## config.mk

```make
export PLATFORM = sky130hd
export DESIGN_NAME = burst_offset_seq
export DESIGN_NICKNAME = d
export VERILOG_FILES = /design/src/rtl/burst_seq_pkg.sv /design/src/rtl/burst_beat_ctr.sv /design/src/rtl/burst_base_reg.sv /design/src/rtl/burst_offset_seq.sv
export SDC_FILE = /design/constraint.sdc
export NUM_CORES = 1
export LEC_CHECK = 0
export ABC_AREA = 0
export CORE_AREA = 2 2 39 41
export DETAILED_ROUTE_END_ITERATION = 6
export DIE_AREA = 0 0 41 43
export SYNTH_ARGS = -nofsm -noshare
export SYNTH_HDL_FRONTEND = slang
export SYNTH_SLANG_ARGS = --single-unit
export TNS_END_PERCENT = 10
```

## constraint.sdc

```tcl
create_clock -name clk -period 2.35 [get_ports clk]
set_clock_uncertainty 0.2 [all_clocks]
set_input_delay 0.47 -clock clk [delete_from_list [all_inputs] [get_ports clk]]
set_output_delay 0.47 -clock clk [all_outputs]
set_load 0.005 [all_outputs]
```

## src/rtl/burst_seq_pkg.sv

```systemverilog
package burst_seq_pkg;
  localparam int OFS_W = 2;
  typedef logic [OFS_W-1:0] ofs_t;
  typedef enum logic {ORD_LINEAR = 1'b0, ORD_INTERLEAVE = 1'b1} order_e;

  function automatic ofs_t lin_ofs(ofs_t base, ofs_t beat);
    return ofs_t'(base + beat);
  endfunction

  function automatic ofs_t ilv_ofs(ofs_t base, ofs_t beat);
    return base ^ beat;
  endfunction
endpackage

```

## src/rtl/burst_beat_ctr.sv

```systemverilog
module burst_beat_ctr
  import burst_seq_pkg::*;
#(
  parameter int W = OFS_W
) (
  input  logic         clk,
  input  logic         rst_n,
  input  logic         load_i,
  input  logic         adv_i,
  output logic [W-1:0] beat_o
);
  logic         step_w;
  logic [W-1:0] beat_q;

  assign step_w = adv_i && !load_i;

  always_ff @(posedge clk) begin
    if (!rst_n)      beat_q <= '0;
    else if (load_i) beat_q <= '0;
    else if (step_w) beat_q <= beat_q + 1'b1;
  end

  assign beat_o = beat_q;


  load_clr_chk: assert property (@(posedge clk) disable iff (!rst_n)
    load_i |=> (beat_q == '0));

  step_inc_chk: assert property (@(posedge clk) disable iff (!rst_n)
    (adv_i && !load_i) |=> (beat_q == $past(beat_q) + 1'b1));

  idle_hold_chk: assert property (@(posedge clk) disable iff (!rst_n)
    (!adv_i && !load_i) |=> $stable(beat_q));
endmodule

```

## src/rtl/burst_base_reg.sv

```systemverilog
module burst_base_reg
  import burst_seq_pkg::*;
#(
  parameter int W = OFS_W
) (
  input  logic         clk,
  input  logic         rst_n,
  input  logic         load_i,
  input  logic [W-1:0] start_i,
  output logic [W-1:0] base_o
);
  logic [W-1:0] base_q;

  always_ff @(posedge clk) begin
    if (!rst_n)      base_q <= '0;
    else if (load_i) base_q <= start_i;
  end

  assign base_o = base_q;


  base_hold_chk: assert property (@(posedge clk) disable iff (!rst_n)
    !load_i |=> $stable(base_q));
endmodule

```

## src/rtl/burst_offset_seq.sv

```systemverilog
module burst_offset_seq
  import burst_seq_pkg::*;
(
  input  logic       clk,
  input  logic       rst_n,
  input  logic       load_i,
  input  logic [1:0] start_i,
  input  logic       adv_n_i,
  input  logic       order_i,
  output logic [1:0] offset_o
);
  logic adv_w;
  ofs_t base_w, beat_w, ofs_w;
  order_e ord_w;

  assign adv_w = !adv_n_i;
  assign ord_w = order_e'(order_i);

  burst_base_reg #(.W(OFS_W)) u_base (
    .clk(clk), .rst_n(rst_n), .load_i(load_i), .start_i(start_i), .base_o(base_w)
  );

  burst_beat_ctr #(.W(OFS_W)) u_beat (
    .clk(clk), .rst_n(rst_n), .load_i(load_i), .adv_i(adv_w), .beat_o(beat_w)
  );

  always_comb begin
    case (ord_w)
      ORD_LINEAR:     ofs_w = lin_ofs(base_w, beat_w);
      ORD_INTERLEAVE: ofs_w = ilv_ofs(base_w, beat_w);
      default:        ofs_w = base_w;
    endcase
  end

  assign offset_o = ofs_w;


  load_start_chk: assert property (@(posedge clk) disable iff (!rst_n)
    load_i |=> (offset_o == $past(start_i)));

  lin_order_chk: assert property (@(posedge clk) disable iff (!rst_n)
    (order_i == 1'b0) |-> (offset_o == ofs_t'(base_w + beat_w)));

  ilv_order_chk: assert property (@(posedge clk) disable iff (!rst_n)
    (order_i == 1'b1) |-> (offset_o == (base_w ^ beat_w)));
endmodule

```

## Word-level counts from Yosys, hierarchy flattened

Index checks and enable logic that the tools add are counted.

- Register bits after elaboration: 4
- Bits in latches: 0
- Bits in writable memories: 0
- Memory bits (read-only): 0
- Output and inout port bits: 2
- Memories: 0

- $add $sub $neg: 2
- Multiply operators: 0
- Divide/modulo/power cells: 0
- Magnitude comparators: 0
- Eq/ne operators: 0
- Shift operators: 0
- Mux-type cells: 1
- Bitwise logic cells: 3
- Reductions and logical operators: 4

Operator list:

| cell | count |
|---|---|
| case mux 2 bit (2 select lines) | 1 |
| adder 2 x 1 -> 2 bit (second input constant) | 1 |
| adder 2 bit | 1 |
| zero test 1 bit | 2 |
| NOT 1 bit | 2 |
| OR reduction 2 bit | 1 |
| bitwise XOR 2 bit | 1 |
| logical AND 1 bit | 1 |

## Longest topological paths before layout

Gate-level depths: netlist (run 1).

- Depth after elaboration: 2
- Depth in mapped cells: 3
- Depth with buffers taken out: 3

## Cells and area by module

Synthesis (run 1) repeated with hierarchy kept, for this count alone.

- Cell total of the unflattened synthesis: 19
- Area, all modules: 197.7 µm²

Modules (own cells, without submodules):

| module | instances | cells each | area each (µm²) | sequential area each (µm²) |
|---|---|---|---|---|
| burst_beat_ctr | 1 | 8 | 85.1 | 40.0 |
| burst_base_reg | 1 | 6 | 72.6 | 40.0 |
| burst_offset_seq | 1 | 5 | 40.0 | 0.0 |

## Worst setup path after synthesis (run 1)

Ideal clock, no wire load.

- Kind: reg2out
- Start: reg u_base.base_q[0] (netlist: u_base.base_o[0])
- End: out offset_o[1]
- Arrival: 746 ps
- Required time: 1680 ps
- Slack: 934 ps
- Stages on the path, launching flop included: 4
- Path buffers: 0
- Cells stage by stage: dfxtp_1 -> ha_1 -> nor2b_1 -> xnor2_1

- Longest elaborated chain between the ends: 2

RTL lines:

| what | line | text |
|---|---|---|
| from (decl) | burst_base_reg.sv:12 | `logic [W-1:0] base_q;` |
| from (signal assigned) | burst_base_reg.sv:16 | `else if (load_i) base_q <= start_i;` |
| adder 2 bit | burst_seq_pkg.sv:7 | `return ofs_t'(base + beat);` |
| case mux 2 bit (2 select lines) | burst_offset_seq.sv:28 | `case (ord_w)` |
| to (decl) | burst_offset_seq.sv:10 | `output logic [1:0] offset_o` |

Every way passes these cells.

## Worst setup path in the final report (run 1)

- Start: reg u_beat.beat_q[0] (netlist: u_beat.beat_o[0])
- End: out offset_o[0]

- Longest elaborated chain between the ends: 2

RTL lines:

| what | line | text |
|---|---|---|
| from (decl) | burst_beat_ctr.sv:13 | `logic [W-1:0] beat_q;` |
| from (signal assigned) | burst_beat_ctr.sv:20 | `else if (step_w) beat_q <= beat_q + 1'b1;` |
| adder 2 bit or bitwise XOR 2 bit (tied branches) | burst_seq_pkg.sv:7, burst_seq_pkg.sv:11 |  |
| case mux 2 bit (2 select lines) (*) | burst_offset_seq.sv:28 |  |

Mark *: on every way between the ends. The rest lies on a longest branch, timed or not.

==> results by group, run 1 <==
Run status
  • Status: completed

Global route
  • Pin count of the biggest net entering global routing: 4
  • Total Routing Usage GR: 5.42%
  • Initial antenna violation count: 0
  • Number of global-route vias before repair: 164
  • Global-route wire length before repair: 558 um
  • Total gr overflow: 0

Route
  • DR iter-0 viols: 0
  • Avg Vias per Cell: 3.47
  • DRC viols: 0
  • Drt wl/cell: 7.31 um
  • Total Wirelength: 329 um
  • Top routing layer in use: met3
  • M1 WL: 133 um
  • Detail Route Antenna Nets: 0
  • First-pass detailed-route iteration total: 1
  • Routed wl met3: 47 um
  • Routed vias: 156
  • WL met2: 149 um

Clock network
  • Clock Path Buffers: 2
  • Clock sink count: 4
  • Htree depth: 1
  • Num CTS Buffers: 3
  • Clock-pin slew on the worst setup and hold paths: 0.04 ns
  • Root Buffer Master: clkbuf_4
  • Worst-Skew Late Latency: 0.23 ns
  • # hold bufs at CTS: 0
  • CTS tree: built

Place
  • GP Congestion: 0.648
  • I/O Buffers: 8
  • Pre-CTS setup slack: 0.0401 ns

Cells and area
  • Reg area: 80.1 um^2
  • Commonest cells after routing, fill and taps aside: clkdlybuf4s50_1, dfxtp_1, xnor2_1, nor2b_1, clkbuf_4
  • Fill cells: 155
  • Antenna Cells: 0
  • Layout Area Growth over Synthesis: 62.5%
  • Ratio of cells with drive above 1 in the final layout: 20.7%
  • Area of the multi-input gates: 120 um^2
  • Nets: 39
  • Commonest non-fill, non-tap cell in the layout: clkdlybuf4s50_1

Worst setup path
  • CP bufs+invs: 1
  • Worst reg-to-reg path cell count: 3
  • CP Max Fanout: 3
  • CP Capture Type: output port
  • Worst setup path end: offset_o[0]
  • Max stage delay on crit path: 0.49 ns
  • Reg2reg start: u_beat.beat_o[0]
  • Worst EP required: 1.68 ns
  • CP cell instances: ha_1 -> clkdlybuf4s50_1
  • Reg2Reg Capture Point: u_beat.beat_o[1]
  • WP data arrival: 1.31 ns
  • Reg2Reg Setup Slack: 1.36 ns
  • Setup CP Type: reg2out
  • Levels on crit path: 2
  • CP top delay family: buffers and inverters
  • Slowest CP cell: clkdlybuf4s50_1
  • Critical Path Start: u_beat.beat_o[0]
  • Crit start category: flop

Timing
  • Fin crit period: 1.98 ns
  • Actual slew at the worst max-slew pin: 0.186 ns
  • Setup violations, final: 0
  • Slew HR: 87.5%
  • Fmax: 505 MHz
  • Period utilization: 84.2%
  • Hold violation count in the final report: 0
  • Max-slew violations: 0
  • Setup TNS: 0 ns
  • RSZ-0062 raised after global routing: false
  • Fin worst setup slack: 0.370 ns

Die
  • Starting density of the core: 14.5%
  • IO Count: 9
  • Total core area: 1380 um^2
  • Area of the die: 1760 um^2
  • Row Count: 14
  • Die W: 41 um
  • Chip height: 43 um

Yosys
  • Syn Std Cell Area: 200 um^2
  • Syn Area/Cell: 11.1 um^2
  • Mapped Cells: 18
  • Syn_nets: 26
  • Largest area contributor in the netlist: dfxtp_1
  • Area contributors post-synth: dfxtp_1, xnor2_1, mux2i_1
  • YS warnings: 0
  • Sequential area share after synthesis: 40.0%
  • Synth cell types: 10
  • Synth top area share: 40.0%
  • FF+latch count, synth: 4

Power and ir drop
  • Leakage power: 0.137 nW
  • Peak ir drop on the vdd network: 184 uV
  • P per Cell Area: 575 nW/um^2

Hold path
  • Worst min path class: reg2reg

Run
  • Max-cap violations: 0
## timing repair
| action | in CTS | in global routing |
|---|---|---|
| endpoints found under the setup margin | 0 | 1 |
| gates resized for setup | 0 | 1 |
| setup buffers | 0 | 0 |
## flip-flops by register name, summed over array words and instances (netlist names)
name,flops
u_beat.beat_o,2
u_base.base_o,2
## tightest hold or removal path: stages, from the launching register on
cell,delay (ns)
dfxtp_1,0.33
mux2i_1,0.07
nor2b_1,0.09
## kinds of logic (layout without fill, tap and decap cells)
family | Yosys count | in the layout | synth area share [%]
adder cells (fa/ha/maj) | 1 | 1 | 6.25
AND/OR/NAND/NOR | 8 | 8 | 30.6
buffers and inverters | 0 | 11 | 0
flip-flops | 4 | 4 | 40.0
multiplexers | 2 | 2 | 10.0
XOR/XNOR | 3 | 3 | 13.1
## worst min path at each step
stage | start | endpoint | slack [ns] | cells past startpoint
floorplan | u_base.base_o[0] | u_base.base_o[0] | 0.29 | 2
global placement | u_base.base_o[1] | u_base.base_o[1] | 0.33 | 2
detailed placement | u_base.base_o[0] | u_base.base_o[0] | 0.33 | 2
CTS | u_base.base_o[0] | u_base.base_o[0] | 0.34 | 2
global route | u_base.base_o[0] | u_base.base_o[0] | 0.37 | 2
finish | u_base.base_o[0] | u_base.base_o[0] | 0.33 | 2
## synthesized netlist by cell type
cell	number
nor2b_4	1
nand2b_1	1
mux2i_1	2
ha_1	1
and2b_2	1
nor2b_1	3
xnor2_1	3
nor2_1	1
nor3_2	1
dfxtp_1	4
## stage by stage
stage	power [mW]	std cells	hold slack [ns]	utilization, %	cell area (um^2)
floorplan	0.0867	18	0.289	-	200
global placement	0.106	42	0.325	21.7	300
detailed placement	0.106	42	0.332	21.7	300
CTS	0.194	45	0.335	23.3	323
global route	0.200	45	0.366	23.5	325
finish	0.187	45	0.327	23.5	325
## power breakdown
group	internal [mW]	switching [mW]	leakage [nW]
sequential	0.0715	0.00195	0.0328
clock	0.0570	0.0261	0.0138
combinational	0.0217	0.00883	0.0904
## layer usage
layer  track usage, %  vias to the layer above
li1                 -                       81
met4             2.00                        0
met2             7.19                        7
met1             4.18                       68
met5                0                        -
met3             7.85                        0
## final cells by class
cell class              count  share of cell area, %
multi-input cells          14                   36.9
well taps                  16                   6.15
flip-flops and latches      4                   24.6
clock buffers               3                   6.92
repair buffers              8                   25.4
Power figures use the tool's default switching activity.
==> inputs of run 2 (changes only) <==
Clock period 2.35 ns to 1.8 ns, I/O delays scaled along.
==> run 2 against run 1 <==
First-iteration DRC count stayed put. Critical path depth is 2 higher. Flip-flop and latch count stayed put. Cell count is 4.4% higher. Routed wire length is 1.5% lower. Via count is 5.8% higher.
==> results by group, run 2 (same netlist as run 1, synthesis figures left out) <==
Run status
  • Status: completed

Die
  • Chip height: 43 um
  • Area of the die: 1760 um^2
  • IO Count: 9
  • Die W: 41 um
  • Total core area: 1380 um^2
  • Row Count: 14
  • Starting density of the core: 14.5%

Power and ir drop
  • Peak ir drop on the vdd network: 402 uV
  • Total Power: 242 uW
  • Leakage power: 0.137 nW
  • P per Cell Area: 730 nW/um^2

Timing
  • Fmax: 589 MHz
  • Fin crit period: 1.70 ns
  • Slew HR: 88.4%
  • Actual slew at the worst max-slew pin: 0.172 ns
  • RSZ-0062 raised after global routing: false
  • Fin worst setup slack: 0.101 ns
  • Hold violation count in the final report: 0
  • Max-slew violations: 0
  • Setup violations, final: 0
  • Period utilization: 94.4%

Place
  • Pre-CTS setup slack: -0.298 ns
  • GP Congestion: 0.652
  • DP Wirelength: 276 um
  • I/O Buffers: 8

Hold path
  • Hold path cells: 2
  • Worst Hold Launch: u_base.base_o[1]
  • Worst min path class: reg2reg

Worst setup path
  • CP Capture Type: output port
  • Max stage delay on crit path: 0.40 ns
  • CP bufs+invs: 2
  • Crit start category: input port
  • CP top delay family: buffers and inverters
  • WP data arrival: 1.14 ns
  • Worst EP required: 1.24 ns
  • Critical Path Start: order_i
  • Levels on crit path: 4
  • Reg2reg start: u_beat.beat_o[0]
  • Setup CP Type: in2out
  • Slowest CP cell: clkdlybuf4s50_1
  • Worst reg-to-reg path cell count: 4
  • CP Max Fanout: 1
  • CP cell instances: clkdlybuf4s50_1 -> nor2b_1 -> xnor2_1 -> buf_2

Clock network
  • Clock Path Buffers: 2
  • Num CTS Buffers: 3
  • Clock-pin slew on the worst setup and hold paths: 0.03 ns
  • Worst-Skew Late Latency: 0.23 ns
  • CTS resizes: 5
  • Clock sink count: 4
  • Setup bufs post-CTS: 0
  • # hold bufs at CTS: 0
  • CTS tree: built
  • Htree depth: 1
  • Root Buffer Master: clkbuf_4

Route
  • DR iter-0 viols: 0
  • Detail Route Antenna Nets: 0
  • Routed vias: 165
  • DRC viols: 0
  • Avg Vias per Cell: 3.51
  • Total Wirelength: 324 um
  • Drt wl/cell: 6.89 um
  • First-pass detailed-route iteration total: 1

Cells and area
  • Layout Area Growth over Synthesis: 65.6%
  • Ratio of cells with drive above 1 in the final layout: 29.0%
  • Nets: 41
  • Commonest cells after routing, fill and taps aside: clkdlybuf4s50_1, dfxtp_1, xnor2_1, nor2b_1, clkbuf_4
  • Antenna Cells: 0
  • Commonest non-fill, non-tap cell in the layout: clkdlybuf4s50_1

Global route
  • Number of global-route vias before repair: 177
  • Global-route wire length before repair: 621 um
  • Total gr overflow: 0
  • Pin count of the biggest net entering global routing: 4
  • Initial antenna violation count: 0
  • Total Routing Usage GR: 5.82%

Run
  • Max-cap violations: 0
[run 2: cell types whose count changed in the layout (fill, tap and decap cells not counted)]
cell             before  now
buf_2                 0    1
buf_4                 0    2
clkdlybuf4s50_1       7    6
dlygate4sd2_1         0    1
dlymetal6s2s_1        1    0
[run 2: final cells by class]
| class | instances | area [um^2] |
|---|---|---|
| Multi-Input combinational cell | 14 | 120 |
| Tap cell | 16 | 20.0 |
| Clock buffer | 3 | 22.5 |
| Fill cell | 157 | 1050 |
| Sequential cell | 4 | 80.1 |
| Timing Repair Buffer | 10 | 88.8 |
[run 2: path summary, 6_finish.rpt]
check                                        end  slack [ns]
worst min register to register  u_base.base_o[1]        0.34
worst max register to register  u_beat.beat_o[1]        0.75
worst min-delay path            u_base.base_o[1]        0.34
worst max-delay path                 offset_o[1]        0.10
[run 2: per-stage QoR]
stage / setup TNS (ns) / area [um^2] / hold WS, ns / utilization (%) / instances
after floorplan: 0 / 200 / 0.288 / - / 18
after global placement: -0.293 / 315 / 0.325 / 22.8 / 44
after detailed placement: -0.298 / 315 / 0.339 / 22.8 / 44
after CTS: 0 / 332 / 0.345 / 24.0 / 47
after global routing: 0 / 332 / 0.374 / 24.0 / 47
final: 0 / 332 / 0.336 / 24.0 / 47
[run 2: worst min-delay path, cell delays in order (launching register included)]
cell	delay, ns
dfxtp_1	0.31
mux2i_1	0.12
nor2b_1	0.06
[run 2: where the power goes]
part / leakage (nW) / total [mW] / internal [mW] / switching, mW
clock: 0.0138 / 0.106 / 0.0743 / 0.0321
combinational: 0.0902 / 0.0401 / 0.0280 / 0.0121
sequential: 0.0328 / 0.0957 / 0.0934 / 0.00231
total: 0.137 / 0.242 / 0.196 / 0.0465
[run 2: layer usage]
metal	share of wire, %	track usage [%]	wire length (um)	vias to the layer above
met5	0	0	0	-
met4	0	4.00	0	0
met3	12	6.28	39	0
met2	46	7.50	148	7
met1	42	5.14	136	72
li1	-	-	-	86
